$ cat config.mk
export PLATFORM = sky130hd
export DESIGN_NAME = irq_edge_ctrl
export DESIGN_NICKNAME = d
export VERILOG_FILES = /design/src/rtl/iec_pkg.sv /design/src/rtl/iec_port_mux.sv /design/src/rtl/iec_sync.sv /design/src/rtl/iec_edge_det.sv /design/src/rtl/iec_pend_reg.sv /design/src/rtl/irq_edge_ctrl.sv
export SDC_FILE = /design/constraint.sdc
export NUM_CORES = 1
export LEC_CHECK = 0
export BUFFER_PORTS_ARGS = -buffer_cell sky130_fd_sc_hd__buf_2
export CORE_UTILIZATION = 40
export CTS_CLUSTER_SIZE = 40
export DETAILED_ROUTE_END_ITERATION = 8
export PLACE_DENSITY = 0.8
export SLEW_MARGIN = 20
export SYNTH_ARGS = -nofsm -noshare
export SYNTH_HDL_FRONTEND = slang
export SYNTH_SLANG_ARGS = --single-unit
$ cat constraint.sdc
create_clock -name clk -period 1.4 [get_ports clk]
set_input_delay 0.28 -clock clk [delete_from_list [all_inputs] [get_ports clk]]
set_output_delay 0.28 -clock clk [all_outputs]
set_load 0.02 [all_outputs]
$ cat src/rtl/iec_pkg.sv
package iec_pkg;

   localparam int unsigned IEC_MIN_SYNC = 2;

   typedef enum logic [1:0] {
      EDGE_IDLE = 2'b00,
      EDGE_RISE = 2'b01,
      EDGE_FALL = 2'b10
   } edge_kind_e;

   function automatic edge_kind_e classify(input logic now_v, input logic was_v);
      if (now_v && !was_v)      return EDGE_RISE;
      else if (!now_v && was_v) return EDGE_FALL;
      else                      return EDGE_IDLE;
   endfunction

endpackage

$ cat src/rtl/iec_port_mux.sv
module iec_port_mux #(
   parameter int unsigned NUM_PORTS = 4,
   parameter int unsigned NUM_LINES = 16,
   parameter int unsigned SEL_W     = 4
) (
   input  logic [NUM_PORTS*NUM_LINES-1:0] pins_i,
   input  logic [NUM_LINES*SEL_W-1:0]     route_i,
   output logic [NUM_LINES-1:0]           src_o
);

   localparam int unsigned PIN_W = NUM_PORTS * NUM_LINES;

   if (PIN_W < 1) begin : g_bad_pins
      $error("iec_port_mux: empty pin vector");
   end

   for (genvar ln = 0; ln < NUM_LINES; ln++) begin : g_line
      logic [SEL_W-1:0] sel;
      assign sel = route_i[ln*SEL_W +: SEL_W];

      if (NUM_PORTS == 1) begin : g_single
         assign src_o[ln] = (sel == '0) ? pins_i[ln] : 1'b0;
      end else begin : g_multi
         always_comb begin
            src_o[ln] = 1'b0;
            for (int p = 0; p < NUM_PORTS; p++) begin
               if (sel == SEL_W'(p)) src_o[ln] = pins_i[p*NUM_LINES + ln];
            end
         end
      end
   end

endmodule

$ cat src/rtl/iec_sync.sv
module iec_sync #(
   parameter int unsigned WIDTH  = 16,
   parameter int unsigned STAGES = 2
) (
   input  logic             clk,
   input  logic             rst_n,
   input  logic [WIDTH-1:0] d_i,
   output logic [WIDTH-1:0] q_o
);

   if (STAGES < iec_pkg::IEC_MIN_SYNC) begin : g_bad_stages
      $error("iec_sync: STAGES below the minimum of two");
   end

   logic [WIDTH-1:0] chain_q [STAGES];

   for (genvar s = 0; s < STAGES; s++) begin : g_stage
      if (s == 0) begin : g_first
         always_ff @(posedge clk or negedge rst_n) begin
            if (!rst_n) chain_q[0] <= '0;
            else        chain_q[0] <= d_i;
         end
      end else begin : g_next
         always_ff @(posedge clk or negedge rst_n) begin
            if (!rst_n) chain_q[s] <= '0;
            else        chain_q[s] <= chain_q[s-1];
         end
      end
   end

   assign q_o = chain_q[STAGES-1];

endmodule

$ cat src/rtl/iec_edge_det.sv
module iec_edge_det
   import iec_pkg::*;
#(
   parameter int unsigned NUM_LINES = 16
) (
   input  logic                 clk,
   input  logic                 rst_n,
   input  logic [NUM_LINES-1:0] lvl_i,
   input  logic [NUM_LINES-1:0] rise_en_i,
   input  logic [NUM_LINES-1:0] fall_en_i,
   output logic [NUM_LINES-1:0] hit_o
);

   logic [NUM_LINES-1:0] prev_q;

   always_ff @(posedge clk or negedge rst_n) begin
      if (!rst_n) prev_q <= '0;
      else        prev_q <= lvl_i;
   end

   for (genvar ln = 0; ln < NUM_LINES; ln++) begin : g_line
      edge_kind_e kind;
      assign kind = classify(lvl_i[ln], prev_q[ln]);
      always_comb begin
         unique case (kind)
            EDGE_RISE: hit_o[ln] = rise_en_i[ln];
            EDGE_FALL: hit_o[ln] = fall_en_i[ln];
            default:   hit_o[ln] = 1'b0;
         endcase
      end
   end

endmodule

$ cat src/rtl/iec_pend_reg.sv
module iec_pend_reg #(
   parameter int unsigned NUM_LINES = 16
) (
   input  logic                 clk,
   input  logic                 rst_n,
   input  logic [NUM_LINES-1:0] hit_i,
   input  logic [NUM_LINES-1:0] mask_i,
   input  logic [NUM_LINES-1:0] clr_i,
   output logic [NUM_LINES-1:0] pend_o,
   output logic [NUM_LINES-1:0] irq_o
);

   logic [NUM_LINES-1:0] pend_q;
   logic [NUM_LINES-1:0] pend_d;

   for (genvar ln = 0; ln < NUM_LINES; ln++) begin : g_line
      always_comb begin
         if (hit_i[ln] && mask_i[ln]) pend_d[ln] = 1'b1;
         else if (clr_i[ln])          pend_d[ln] = 1'b0;
         else                         pend_d[ln] = pend_q[ln];
      end
   end

   always_ff @(posedge clk or negedge rst_n) begin
      if (!rst_n) pend_q <= '0;
      else        pend_q <= pend_d;
   end

   assign pend_o = pend_q;
   assign irq_o  = pend_q & mask_i;

endmodule

$ cat src/rtl/irq_edge_ctrl.sv
module irq_edge_ctrl #(
   parameter int unsigned NUM_PORTS   = 4,
   parameter int unsigned NUM_LINES   = 16,
   parameter int unsigned SEL_W       = 4,
   parameter int unsigned SYNC_STAGES = 2
) (
   input  logic                           clk,
   input  logic                           rst_n,
   input  logic [NUM_PORTS*NUM_LINES-1:0] pins_i,
   input  logic [NUM_LINES*SEL_W-1:0]     route_i,
   input  logic [NUM_LINES-1:0]           rise_en_i,
   input  logic [NUM_LINES-1:0]           fall_en_i,
   input  logic [NUM_LINES-1:0]           mask_i,
   input  logic [NUM_LINES-1:0]           pend_clr_i,
   output logic [NUM_LINES-1:0]           pend_o,
   output logic [NUM_LINES-1:0]           irq_o
);

   localparam int unsigned MAX_PORTS = 1 << SEL_W;

   if (NUM_LINES < 1) begin : g_bad_lines
      $error("irq_edge_ctrl: NUM_LINES must be at least one");
   end
   if (NUM_PORTS < 1 || NUM_PORTS > MAX_PORTS) begin : g_bad_ports
      $error("irq_edge_ctrl: NUM_PORTS does not fit the select field");
   end

   logic [NUM_LINES-1:0] src_raw;
   logic [NUM_LINES-1:0] src_sync;
   logic [NUM_LINES-1:0] edge_hit;

   iec_port_mux #(
      .NUM_PORTS (NUM_PORTS),
      .NUM_LINES (NUM_LINES),
      .SEL_W     (SEL_W)
   ) u_mux (
      .pins_i  (pins_i),
      .route_i (route_i),
      .src_o   (src_raw)
   );

   iec_sync #(
      .WIDTH  (NUM_LINES),
      .STAGES (SYNC_STAGES)
   ) u_sync (
      .clk   (clk),
      .rst_n (rst_n),
      .d_i   (src_raw),
      .q_o   (src_sync)
   );

   iec_edge_det #(
      .NUM_LINES (NUM_LINES)
   ) u_edge (
      .clk       (clk),
      .rst_n     (rst_n),
      .lvl_i     (src_sync),
      .rise_en_i (rise_en_i),
      .fall_en_i (fall_en_i),
      .hit_o     (edge_hit)
   );

   iec_pend_reg #(
      .NUM_LINES (NUM_LINES)
   ) u_pend (
      .clk    (clk),
      .rst_n  (rst_n),
      .hit_i  (edge_hit),
      .mask_i (mask_i),
      .clr_i  (pend_clr_i),
      .pend_o (pend_o),
      .irq_o  (irq_o)
   );

endmodule

==> Word-level counts from Yosys, hierarchy flattened <==
Index checks and enable logic that the tools add are counted.
{ "totals": {"elab_cells": 356, "regBits": 64, "output_inout_bits": 32, "in_bits": 194} }
{ "op_classes": {"muxes": 144, "n_eq_ne": 80, "bitwise": 1, "n_reduce_logical": 112} }
{ "ops": {"columns": ["cell", "count"], "rows": [
  ["== test 4 x 2 -> 1 bit, second input constant", 32],
  ["2-to-1 mux 1 bit", 96],
  ["== test 4 x 1 -> 1 bit, second input constant", 16],
  ["zero test 4 bit", 16],
  ["2-to-1 mux 2 bit", 32],
  ["logical AND 1 bit", 48],
  ["== test 2 x 1 -> 1 bit, second input constant", 16],
  ["== test 2 bit, second input constant", 16],
  ["zero test 1 bit", 32],
  ["one-hot mux 1 bit (2 select lines)", 16],
  ["nonzero test 2 bit", 16],
  ["AND 16 bit", 1]
]} }

==> Longest topological paths before layout <==
Gate-level depths: netlist (run 1).
{ "depth": {"depth_word": 8, "ltp_mapped": 4, "ltp_nobuf": 4} }

==> Modules after synthesis <==
From an unflattened synthesis (run 1), not the netlist that was laid out.
{ "unflattened": {"hier_cells": 272, "area_unflattened_um2": 3280.6} }
{ "modules_own_cells": {"columns": ["module", "area_each_um2", "seq_area_each_um2", "n_inst", "cells_each"], "rows": [
  ["iec_edge_det", 1101.1, 400.4, 1, 112],
  ["iec_sync", 920.9, 800.8, 1, 48],
  ["iec_pend_reg", 778.2, 400.4, 1, 80],
  ["iec_port_mux", 480.5, 0.0, 1, 32]
]} }

==> Least setup slack after synthesis (run 1) <==
OpenSTA, ideal clock, no wires.
{ "synth_timing": {"kind": "register to output", "startpoint": "register u_pend.pend_q[0], in the netlist u_pend.pend_o[0]", "endpoint": "output irq_o[0]", "t_arrival_ps": 795, "n_path_buf": 0, "t_required_ps": 1120, "path_stages_with_launch": 3, "path_slack_ps": 325, "cell_sequence": "dfrtp_1 > inv_1 > nor2_1"} }
{ "synth_via": {"elab_chain_len": 1} }
{ "synth_lines": {"columns": ["item", "line_no", "rtl"], "rows": [
  ["start: declaration", "iec_pend_reg.sv:13", "logic [NUM_LINES-1:0] pend_q;"],
  ["start signal: assignment", "iec_pend_reg.sv:26", "else pend_q <= pend_d;"],
  ["AND 16 bit", "iec_pend_reg.sv:30", "assign irq_o = pend_q & mask_i;"],
  ["end: declaration", "irq_edge_ctrl.sv:16", "output logic [NUM_LINES-1:0] irq_o"]
]} }
Every way passes these cells.

==> Worst setup path in the final report (run 1) <==
Ends and elaborated chain as after synthesis.

==> results.rst, run 1 <==
.. list-table::
   :header-rows: 1

   * - Metric
     - Value
   * - Outcome
     - completed
   * - Wire length of the first global-routing pass
     - 10900 µm
   * - Yosys reg bits
     - 64
   * - Commonest cells post-synth
     - dfrtp_1, inv_1, ha_1
   * - Clk buf depth
     - 2
   * - Placed cell areas
     - 4310 µm²
   * - Area of the multi-input gates
     - 1200 µm²
   * - Worst Hold Endpoint
     - u_sync.chain_q[19]
   * - Overall overflow remaining after global route
     - 0
   * - Sequential Area
     - 1600 µm²
   * - Detailed-placement wirelength estimate
     - 6160 µm
   * - Number of antenna violations at the first check in global routing
     - 0
   * - End of the worst register-to-register path
     - u_pend.pend_o[4]
   * - TritonCTS clock tree
     - done
   * - Total wire length after detailed routing
     - 7350 µm
   * - Final-stage net count
     - 704
   * - CP Class
     - flip-flop to output port
   * - Via count of the first global-routing pass
     - 2552
   * - Setup-violating endpoint count in the final report
     - 0
   * - DRC errors left
     - 0
   * - Endpoint type of the worst setup path
     - output port
   * - Number of port buffers
     - 225
   * - Num ports
     - 226
   * - Total GRT Usage
     - 0.188
   * - Maximum vdd ir drop
     - 0.449 mV
   * - Number of DRC violations after detailed-routing iteration 0
     - 58
   * - Critical hold path startpoint
     - route_i[14]
   * - Library cell occupying the most area in the post-synthesis netlist
     - dfrtp_1
   * - Crit path arrival time
     - 0.99 ns
   * - Antenna cells
     - 0
   * - Wire per inst
     - 12.6 µm
   * - Startpoint Class
     - flip-flop
   * - Depth of the worst register-to-register path
     - 3
   * - Share of cells above drive strength 1
     - 0.533
   * - Cell with the largest stage delay on the worst path
     - dfrtp_1
   * - Worst min-delay path class
     - primary input to flip-flop
   * - Dominant delay contributor by cell family on the critical path
     - flip-flops
   * - Max-Cap Viols
     - 0
   * - Number of distinct standard cells referenced by the synthesized netlist
     - 8
   * - Total buffers and inverters traversed by the critical path
     - 2
   * - Share of Yosys cell area claimed by the top area cell type
     - 0.526
   * - Area inside the core boundary
     - 7290 µm²
   * - Worst R2R Start
     - u_sync.q_o[4]
   * - Die extent in y
     - 89.2 µm
   * - Syn avg cell area
     - 12.7 µm²
   * - Standby leakage power
     - 2.46 nW
   * - Cells traversed along the worst timing path
     - inv_1, nor2_1, buf_2
   * - Hold depth
     - 2
   * - Power density over the cells
     - 912 nW/µm²
   * - Area contributors post-synth
     - dfrtp_1, ha_1, mux4_2, inv_1, o32ai_1
   * - Post-route fraction of the period consumed by the critical path
     - 0.905
   * - Max Transition Viols Final
     - 0
   * - Weighted congestion at the end of routability-driven global placement
     - 0.868
   * - Core Rows
     - 31
   * - Number of setup buffers added after CTS
     - 0
   * - Worst-path fanout max
     - 2
   * - Vias after detailed routing
     - 2693
   * - Synthesized instance count
     - 240
   * - Reg-to-reg setup timing slack
     - 0.30 ns
   * - Maximum number of pins on one net before global-route repair
     - 65
   * - Avg Vias per Cell
     - 4.64
   * - Register area share after synthesis
     - 0.526
   * - Count of flip-flops with a built-in enable after synthesis
     - 0
   * - Unrepaired setup endpoints after global routing
     - no
   * - Clock Tree Root
     - clkbuf_8
   * - Worst skew pair latency
     - 0.33 ns
   * - Max transition margin
     - 0.777
   * - Total count of hold-check failures in the final report
     - 0
   * - TritonCTS Buffers
     - 9
   * - Router iterations before antenna repair
     - 4
   * - Share of synthesized registers carrying an async set or reset
     - 1.00
   * - Cell area after technology mapping
     - 3040 µm²
   * - Clock Sinks
     - 64
   * - Filler cells
     - 632
   * - Non-Filler Cell Area, Final
     - 4520 µm²
   * - Sum of negative setup slack
     - 0 ns
   * - Clk slew on worst S/H paths
     - 0.07 ns
   * - Die Area
     - 7960 µm²
   * - Min Tclk post-route
     - 1.27 ns
   * - Die outline width
     - 89.2 µm
   * - Top flip-flop cell by instance count after synthesis
     - dfrtp_1
   * - Fmax achieved
     - 789 MHz
   * - Hold buffer count at cts
     - 1
   * - Worst Tran Pin Value
     - 0.335 ns
   * - Number of cells upsized or downsized after cts
     - 0
   * - Longest individual stage delay on the worst path
     - 0.38 ns
   * - Clock Skew
     - 0.00707 ns
   * - Area growth from synthesis to layout
     - 48.5%
   * - Number of antenna-violating nets in the routed design
     - 0
   * - Data required time at the worst endpoint
     - 1.12 ns
   * - Post-synth net total
     - 466
   * - # H-tree levels
     - 3
   * - Effective utilization at floorplan
     - 0.417
   * - Synth warnings
     - 0
## report_power, final
part | switching [mW] | total (mW) | internal [mW]
Clock | 0.681 | 1.54 | 0.857
Combinational | 0.244 | 0.605 | 0.360
Sequential | 0.0463 | 1.98 | 1.93
Total | 0.972 | 4.12 | 3.15
## routing by layer
metal,part of all wire,routed length [µm],up-vias,GRT usage
met2,0.50,3690,133,0.314
met3,0.083,610,21,0.0499
met4,0.034,253,0,0.120
met1,0.38,2790,1240,0.216
li1,-,-,1299,-
met5,0,0,-,0
## cells in the final DEF, fill, tap and decap left out
cell	netlist	layout
buf_2	0	225
inv_1	64	64
dfrtp_1	64	64
ha_1	32	32
nor2_1	16	16
mux4_2	16	16
nor3b_1	16	16
a22oi_1	16	16
o32ai_1	16	16
clkbuf_8	0	10
clkinvlp_4	0	3
clkinv_2	0	1
bufinv_16	0	1
dlygate4sd3_1	0	1
buf_12	0	1
## state kept, by name, indices dropped and copies added, names as in the netlist
register and count:
u_sync.q_o 16, u_sync.chain_q 16, u_edge.prev_q 16, u_pend.pend_o 16
## how the worst max path moves through the flow
stage          slack, ns                  to         startpoint  cells past startpoint
2_1_floorplan       0.33            irq_o[0]   u_pend.pend_o[0]                      2
3_3_place_gp        0.28  u_sync.chain_q[18]         route_i[8]                      3
3_5_place_dp        0.25  u_sync.chain_q[27]        route_i[44]                      3
4_1_cts             0.09            irq_o[0]   u_pend.pend_o[0]                      3
5_1_grt             0.03           irq_o[10]  u_pend.pend_o[10]                      3
6_report            0.13            irq_o[0]   u_pend.pend_o[0]                      3
## cell type report
type                       instances  share of cell area
timing repair buffer             227               0.256
clock buffer                      10              0.0305
multi-input combinational        112               0.266
clock inverter                     5              0.0127
sequential                        64               0.354
inverter                          64              0.0532
tap                               99              0.0274
## cell families (layout without fill, tap and decap cells)
logic type | Yosys count | after routing | synth area share
buffers and inverters | 64 | 306 | 0.0789
flip-flops | 64 | 64 | 0.526
adder cells (fa/ha/maj) | 32 | 32 | 0.132
AND/OR/NAND/NOR | 32 | 32 | 0.0592
multiplexers | 16 | 16 | 0.118
AO/OA/AOI/OAI | 32 | 32 | 0.0855
## stage by stage
step	setup WS, ns	std cells	utilization	total power [mW]	hold slack [ns]
floorplan	0.325	240	-	2.24	-0.0156
detailed placement	0.250	565	0.591	2.62	0.319
global route	0.0310	581	0.620	4.36	0.0640
CTS	0.0911	581	0.620	4.20	0.0685
global placement	0.285	565	0.591	2.60	0.318
finish	0.133	581	0.620	4.12	0.0906
Power figures use the tool's default switching activity.
==> run 2, diff against run 1 <==
Clock period 1.4 ns to 1.19 ns, I/O delays scaled along.
==> run 2 against run 1 <==
Compared with the run above:
- critical path type unchanged
- global-route usage grew 0.93 points
- cell count up 4.1%
- register-to-register slack got worse by 0.23 ns
- critical endpoint is now irq_o[7]
- non-clock buffer count rose by 23
- the flow now finishes with violations (negative setup slack)
- utilization rose by 4.6 points
- via count grew 5.6%
- sequential power rose by 18%
- die area unchanged
- worst hold slack worse by 0.035 ns
- largest power group unchanged
- clock power rose by 14%
==> results.rst, run 2 (synthesized netlist as in run 1, its figures left out) <==
.. list-table::
   :header-rows: 1

   * - Metric
     - Value
   * - Outcome
     - complete, but fails checks
   * - Violations in the final reports
     - negative setup slack
   * - Worst Hold Endpoint
     - u_sync.chain_q[29]
   * - Die Area
     - 7960 µm² (unchanged)
   * - Num ports
     - 226 (unchanged)
   * - Vias after detailed routing
     - 2843 (+5.6%)
   * - Via count of the first global-routing pass
     - 2727 (+6.9%)
   * - Standby leakage power
     - 2.57 nW (+4.4%)
   * - Max Transition Viols Final
     - 0 (unchanged)
   * - Crit path arrival time
     - 1.02 ns (+0.03 ns)
   * - Worst R2R Start
     - u_sync.q_o[1]
   * - Commonest cells after routing, fill and taps aside
     - buf_2, dfrtp_1, inv_1, ha_1, buf_4
   * - Fmax achieved
     - 792 MHz
   * - Power, Total
     - 4.87 mW (+18%)
   * - Effective utilization at floorplan
     - 0.417 (unchanged)
   * - Leading cell type in the layout, fill and taps excluded
     - buf_2
   * - Max transition margin
     - 0.773 (-0.00374)
   * - Post-layout instance count excluding filler cells
     - 605 (+4.1%)
   * - Wire length of the first global-routing pass
     - 11600 µm (+6.4%)
   * - Area growth from synthesis to layout
     - 59.5%
   * - Total GRT Usage
     - 0.197 (+0.00926)
   * - Worst Tran Pin Value
     - 0.340 ns (+0.00561 ns)
   * - Wire per inst
     - 13.9 µm (+9.7%)
   * - Setup-violating endpoint count in the final report
     - 15 (+15)
   * - Clk buf depth
     - 2 (unchanged)
   * - Cells traversed along the worst timing path
     - inv_2, nor2_2, buf_6
   * - Critical hold path startpoint
     - route_i[55]
   * - Cell with the largest stage delay on the worst path
     - dfrtp_1
   * - Core Rows
     - 31 (unchanged)
   * - Total placed cells including tap cells
     - 565 (unchanged)
   * - Number of DRC violations after detailed-routing iteration 0
     - 84 (+45%)
   * - Avg Vias per Cell
     - 4.70 (+1.4%)
   * - Unrepaired setup endpoints after global routing
     - yes
   * - Post-route fraction of the period consumed by the critical path
     - 1.06
   * - Longest individual stage delay on the worst path
     - 0.39 ns (about the same)
   * - Antenna cells
     - 0 (unchanged)
   * - Critical Path Start
     - u_pend.pend_o[7]
   * - TritonCTS Buffers
     - 9 (unchanged)
   * - Dominant delay contributor by cell family on the critical path
     - flip-flops
   * - Reg-to-reg setup timing slack
     - 0.07 ns (-0.23 ns)
   * - Worst skew pair latency
     - 0.32 ns (about the same)
   * - Maximum vdd ir drop
     - 0.677 mV (+51%)
   * - Share of cells above drive strength 1
     - 0.607 (+0.0735)
   * - Depth of the worst register-to-register path
     - 3 (unchanged)
   * - Maximum number of pins on one net before global-route repair
     - 65 (unchanged)
   * - Number of antenna violations at the first check in global routing
     - 0 (unchanged)
   * - Detailed-placement wirelength estimate
     - 6230 µm (+1.2%)
   * - Clock Tree Root
     - clkbuf_8
   * - Startpoint Class
     - flip-flop
   * - Total buffers and inverters traversed by the critical path
     - 2 (unchanged)
   * - Area inside the core boundary
     - 7290 µm² (unchanged)
   * - Endpoint type of the worst setup path
     - output port
   * - DRC errors left
     - 0 (unchanged)
   * - CP Class
     - flip-flop to output port
   * - Router iterations before antenna repair
     - 4 (unchanged)
   * - Total count of hold-check failures in the final report
     - 0 (unchanged)
   * - Worst-path fanout max
     - 2 (unchanged)
   * - Clock Skew
     - 0.00704 ns (-0.0000256 ns)
   * - Die extent in y
     - 89.2 µm (unchanged)
   * - Worst min-delay path class
     - primary input to flip-flop
   * - TritonCTS clock tree
     - done
   * - Max-Cap Viols
     - 0 (unchanged)
   * - Min Tclk post-route
     - 1.26 ns
   * - Total wire length after detailed routing
     - 8390 µm (+14%)
   * - Hold depth
     - 2 (unchanged)
   * - Filler cells
     - 570 (-9.8%)
   * - Power density over the cells
     - 1000 nW/µm² (+10%)
   * - Data required time at the worst endpoint
     - 0.95 ns (-0.17 ns)
   * - End of the worst register-to-register path
     - u_pend.pend_o[1]
   * - # H-tree levels
     - 3 (unchanged)
   * - Setup slack of the critical path after layout
     - -0.0728 ns (-0.206 ns)
   * - Clk slew on worst S/H paths
     - 0.07 ns (about the same)
   * - Number of antenna-violating nets in the routed design
     - 0 (unchanged)
   * - Final-layout worst hold slack
     - 0.0554 ns (-0.0352 ns)
   * - End-of-flow core utilization
     - 0.666 (+0.0460)
   * - Die outline width
     - 89.2 µm (unchanged)
   * - Final-stage net count
     - 727 (+3.3%)
   * - Number of port buffers
     - 225 (unchanged)
   * - Overall overflow remaining after global route
     - 0 (unchanged)
   * - Clock Sinks
     - 64 (unchanged)
   * - Weighted congestion at the end of routability-driven global placement
     - 0.869 (+0.10%)
   * - Instance count on the critical path
     - 3 (unchanged)
==> run 2: cell count changes in the layout (fill, tap and decap cells not counted), sizes merged <==
cell | previous run | this run
clkbuf | 10 | 12
clkinvlp | 3 | 0
buf | 226 | 249
clkinv | 1 | 3
==> run 2: metrics by stage <==
stage | TNS (ns) | area (µm²) | worst slack, ns
2_1_floorplan | 0 | 3040 | 0.157
3_3_place_gp | 0 | 4310 | 0.120
3_5_place_dp | 0 | 4310 | 0.0743
4_1_cts | -0.389 | 4660 | -0.0388
5_1_grt | -1.26 | 4850 | -0.116
6_report | -0.308 | 4850 | -0.0728
==> run 2: area by class of cell <==
class	instances	area, µm²	area share
Multi-Input combinational cell	112	1280	0.264
Clock buffer	12	135	0.0278
Inverter	64	240	0.0495
Tap cell	99	124	0.0255
Sequential cell	64	1600	0.330
Timing Repair Buffer	250	1430	0.294
Clock inverter	4	45.0	0.00928
==> run 2: worst max-delay path by stage <==
stage / slack [ns] / end
finish: -0.07 / irq_o[7]
global route: -0.12 / irq_o[7]
CTS: -0.04 / irq_o[0]
detailed placement: 0.07 / u_pend.pend_o[14]
global placement: 0.12 / u_sync.chain_q[18]
floorplan: 0.16 / irq_o[0]
==> run 2: worst reg2reg max path, stage by stage (launching register included) <==
cell and delay (ns):
dfrtp_1 0.37, inv_1 0.05, ha_1 0.30, o32ai_1 0.30
==> run 2: per-layer routing <==
metal  vias to the layer above  wire, µm  share of wire  track usage
met5                         -         0              0            0
met4                         0       192          0.023       0.0996
met3                        20       557          0.066       0.0471
met2                       137      4550           0.54        0.354
met1                      1340      3090           0.37        0.219
li1                       1346         -              -            -
==> run 2: where the power goes <==
part / internal, mW / switching [mW]
combinational: 0.470 / 0.325
clock: 0.960 / 0.786
sequential: 2.27 / 0.0591
total: 3.70 / 1.17
==> run 2: timing repair <==
| action | 4_1_cts | 5_1_grt |
|---|---|---|
| hold endpoints to repair | 64 | 0 |
| hold buffers | 1 | 0 |
| resized for setup | 20 | 48 |
| endpoints found under the setup margin | 16 | 18 |
| pin swaps | 0 | 10 |
| buffers inserted | 16 | 7 |
==> run 3, diff against run 2 <==
Settings changed: SETUP_SLACK_MARGIN set to 0.1.
==> run 3 against run 2 <==
Compared with the run above:
- the flow still finishes with violations (negative setup slack)
- critical path type unchanged
- first-iteration DRC count increased by 4.8%
- worst setup slack worse by 0.011 ns
- sequential share of layout area down 2.4 points
- power grew 2.7%
- non-clock buffer count up 7
- cell area rose by 7.8%
- sequential power barely moved
- utilization is 5.2 points higher
- critical endpoint is now irq_o[12]
- register-to-register slack got worse by 0.02 ns
==> results.rst, run 3 (synthesized netlist as in run 1, its figures left out) <==
.. list-table::
   :header-rows: 1

   * - Metric
     - Value
   * - Die extent in y
     - 89.2 µm (unchanged)
   * - Setup-violating endpoint count in the final report
     - 20 (+5)
   * - Vias after detailed routing
     - 2891 (+1.7%)
   * - Area inside the core boundary
     - 7290 µm² (unchanged)
   * - Area growth from synthesis to layout
     - 72.0%
   * - Worst min-delay path class
     - primary input to flip-flop
   * - Antenna cells
     - 0 (unchanged)
   * - Cells traversed along the worst timing path
     - inv_2, nor2_2, buf_6
   * - Dominant delay contributor by cell family on the critical path
     - flip-flops
   * - Min Tclk post-route
     - 1.27 ns (+0.0114 ns)
   * - Number of DRC violations after detailed-routing iteration 0
     - 88 (+4.8%)
   * - Wire length of the first global-routing pass
     - 11800 µm (+1.7%)
   * - Maximum vdd ir drop
     - 0.698 mV (+3.1%)
   * - Die Area
     - 7960 µm² (unchanged)
   * - Worst Tran Pin Value
     - 0.345 ns (+0.00510 ns)
   * - Number of antenna violations at the first check in global routing
     - 0 (unchanged)
   * - Worst skew pair latency
     - 0.32 ns (about the same)
   * - Non-Filler Cell Area, Final
     - 5230 µm² (+7.8%)
   * - Final-stage net count
     - 734 (+0.96%)
   * - Total wire length after detailed routing
     - 9260 µm (+10%)
   * - Startpoint Class
     - flip-flop
   * - Standby leakage power
     - 2.65 nW (+3.2%)
   * - Number of antenna-violating nets in the routed design
     - 0 (unchanged)
   * - Setup slack of the critical path after layout
     - -0.0842 ns (-0.0114 ns)
   * - Max Transition Viols Final
     - 0 (unchanged)
   * - Share of cells above drive strength 1
     - 0.667 (+0.0599)
   * - # H-tree levels
     - 3 (unchanged)
   * - Worst-path fanout max
     - 2 (unchanged)
   * - Data required time at the worst endpoint
     - 0.95 ns (about the same)
   * - Clock Skew
     - 0.00753 ns (+0.000482 ns)
   * - Leading cell type in the layout, fill and taps excluded
     - buf_2
   * - Endpoint type of the worst setup path
     - output port
   * - Total GRT Usage
     - 0.201 (+0.00397)
   * - DRC errors left
     - 0 (unchanged)
   * - Cell with the largest stage delay on the worst path
     - dfrtp_1
   * - CP Class
     - flip-flop to output port
   * - Crit path arrival time
     - 1.04 ns (+0.02 ns)
   * - Via count of the first global-routing pass
     - 2791 (+2.3%)
   * - Placed cell areas
     - 4310 µm² (unchanged)
   * - Num ports
     - 226 (unchanged)
   * - Violations in the final reports
     - negative setup slack
   * - Unrepaired setup endpoints after global routing
     - yes
   * - Router iterations before antenna repair
     - 4 (unchanged)
   * - Longest individual stage delay on the worst path
     - 0.40 ns (about the same)
   * - Clk buf depth
     - 2 (unchanged)
   * - Clock Sinks
     - 64 (unchanged)
   * - Max transition margin
     - 0.770 (-0.00340)
   * - Post-route fraction of the period consumed by the critical path
     - 1.07 (+0.00957)
   * - Detailed-placement wirelength estimate
     - 6230 µm (unchanged)
   * - Core Rows
     - 31 (unchanged)
   * - Overall overflow remaining after global route
     - 0 (unchanged)
   * - Clk slew on worst S/H paths
     - 0.07 ns (about the same)
   * - Effective utilization at floorplan
     - 0.417 (unchanged)
   * - Number of port buffers
     - 225 (unchanged)
   * - Outcome
     - complete, but fails checks
   * - Total count of hold-check failures in the final report
     - 0 (unchanged)
   * - Power density over the cells
     - 956 nW/µm² (-4.8%)
   * - Total buffers and inverters traversed by the critical path
     - 2 (unchanged)
   * - Wire per inst
     - 15.1 µm (+9.1%)
   * - Fmax achieved
     - 785 MHz (-0.89%)
   * - Commonest cells after routing, fill and taps aside
     - buf_2, dfrtp_1, inv_1, buf_4, buf_6
   * - Die outline width
     - 89.2 µm (unchanged)
   * - TritonCTS Buffers
     - 9 (unchanged)
   * - TritonCTS clock tree
     - done
   * - Avg Vias per Cell
     - 4.72 (+0.53%)
   * - Maximum number of pins on one net before global-route repair
     - 65 (unchanged)
   * - Weighted congestion at the end of routability-driven global placement
     - 0.869 (unchanged)
   * - Max-Cap Viols
     - 0 (unchanged)
   * - Clock Tree Root
     - clkbuf_8
   * - Power, Total
     - 5.00 mW (+2.7%)
## run 3: cell types whose count changed in the layout (fill, tap and decap cells not counted), moves of 4 or more
cell,change
ha_4,+7
a22oi_2,+8
o32ai_1,-13
buf_4,+4
o32ai_2,+12
ha_1,-7
buf_2,-13
a22oi_1,-8
buf_6,+16
## run 3: path summary, 6_finish.rpt
kind	slack (ns)	depth (start not counted)	end	from
hold reg to reg	0.35	0	u_sync.q_o[6]	u_sync.chain_q[22]
max in group asynchronous	0.43	3	u_edge.prev_q[0]	rst_n
setup reg to reg	0.05	4	u_pend.pend_o[9]	u_sync.q_o[9]
hold / removal	0.05	2	u_sync.chain_q[17]	route_i[6]
setup / recovery	-0.08	3	irq_o[12]	u_pend.pend_o[12]
min in group asynchronous	0.46	3	u_pend.pend_o[5]	rst_n
## run 3: stage by stage
step                      hold WS (ns)  instances  TNS, ns  utilization  setup slack (ns)
after CTS                       0.0368        601   -0.502        0.653           -0.0388
after global placement           0.275        565        0        0.591             0.120
after floorplan                -0.0576        240        0            -             0.157
after detailed placement         0.279        565        0        0.591            0.0743
final                           0.0540        612   -0.743        0.718           -0.0842
after global routing            0.0433        612    -1.67        0.718            -0.115
## run 3: where the power goes
group	leakage, nW	internal (mW)	total, mW	switching, mW
sequential	0.868	2.27	2.35	0.0727
clock	0.0941	0.960	1.73	0.772
combinational	1.69	0.544	0.925	0.380
total	2.65	3.78	5.00	1.23
## run 3: layout make-up
cell class                      count  area, µm²
Clock inverter                      4       45.0
Timing Repair Buffer              257       1570
Sequential cell                    64       1600
Multi-Input combinational cell    112       1520
Inverter                           64        240
Fill cell                         510       2060
Tap cell                           99        124
Clock buffer                       12        135
## run 3: timing repair
action / in CTS / in global routing
hold endpoints to repair: 64 / 0
pin swaps: 5 / 32
setup buffers: 19 / 12
hold buffers: 1 / 0
endpoints found under the setup margin: 41 / 48
gates resized for setup: 36 / 91
## run 3: routing by layer
layer	GRT usage	vias up	routed length, µm
met2	0.367	139	5000
met1	0.220	1371	3440
met5	0	-	0
li1	-	1359	-
met4	0.101	0	219
met3	0.0452	22	598
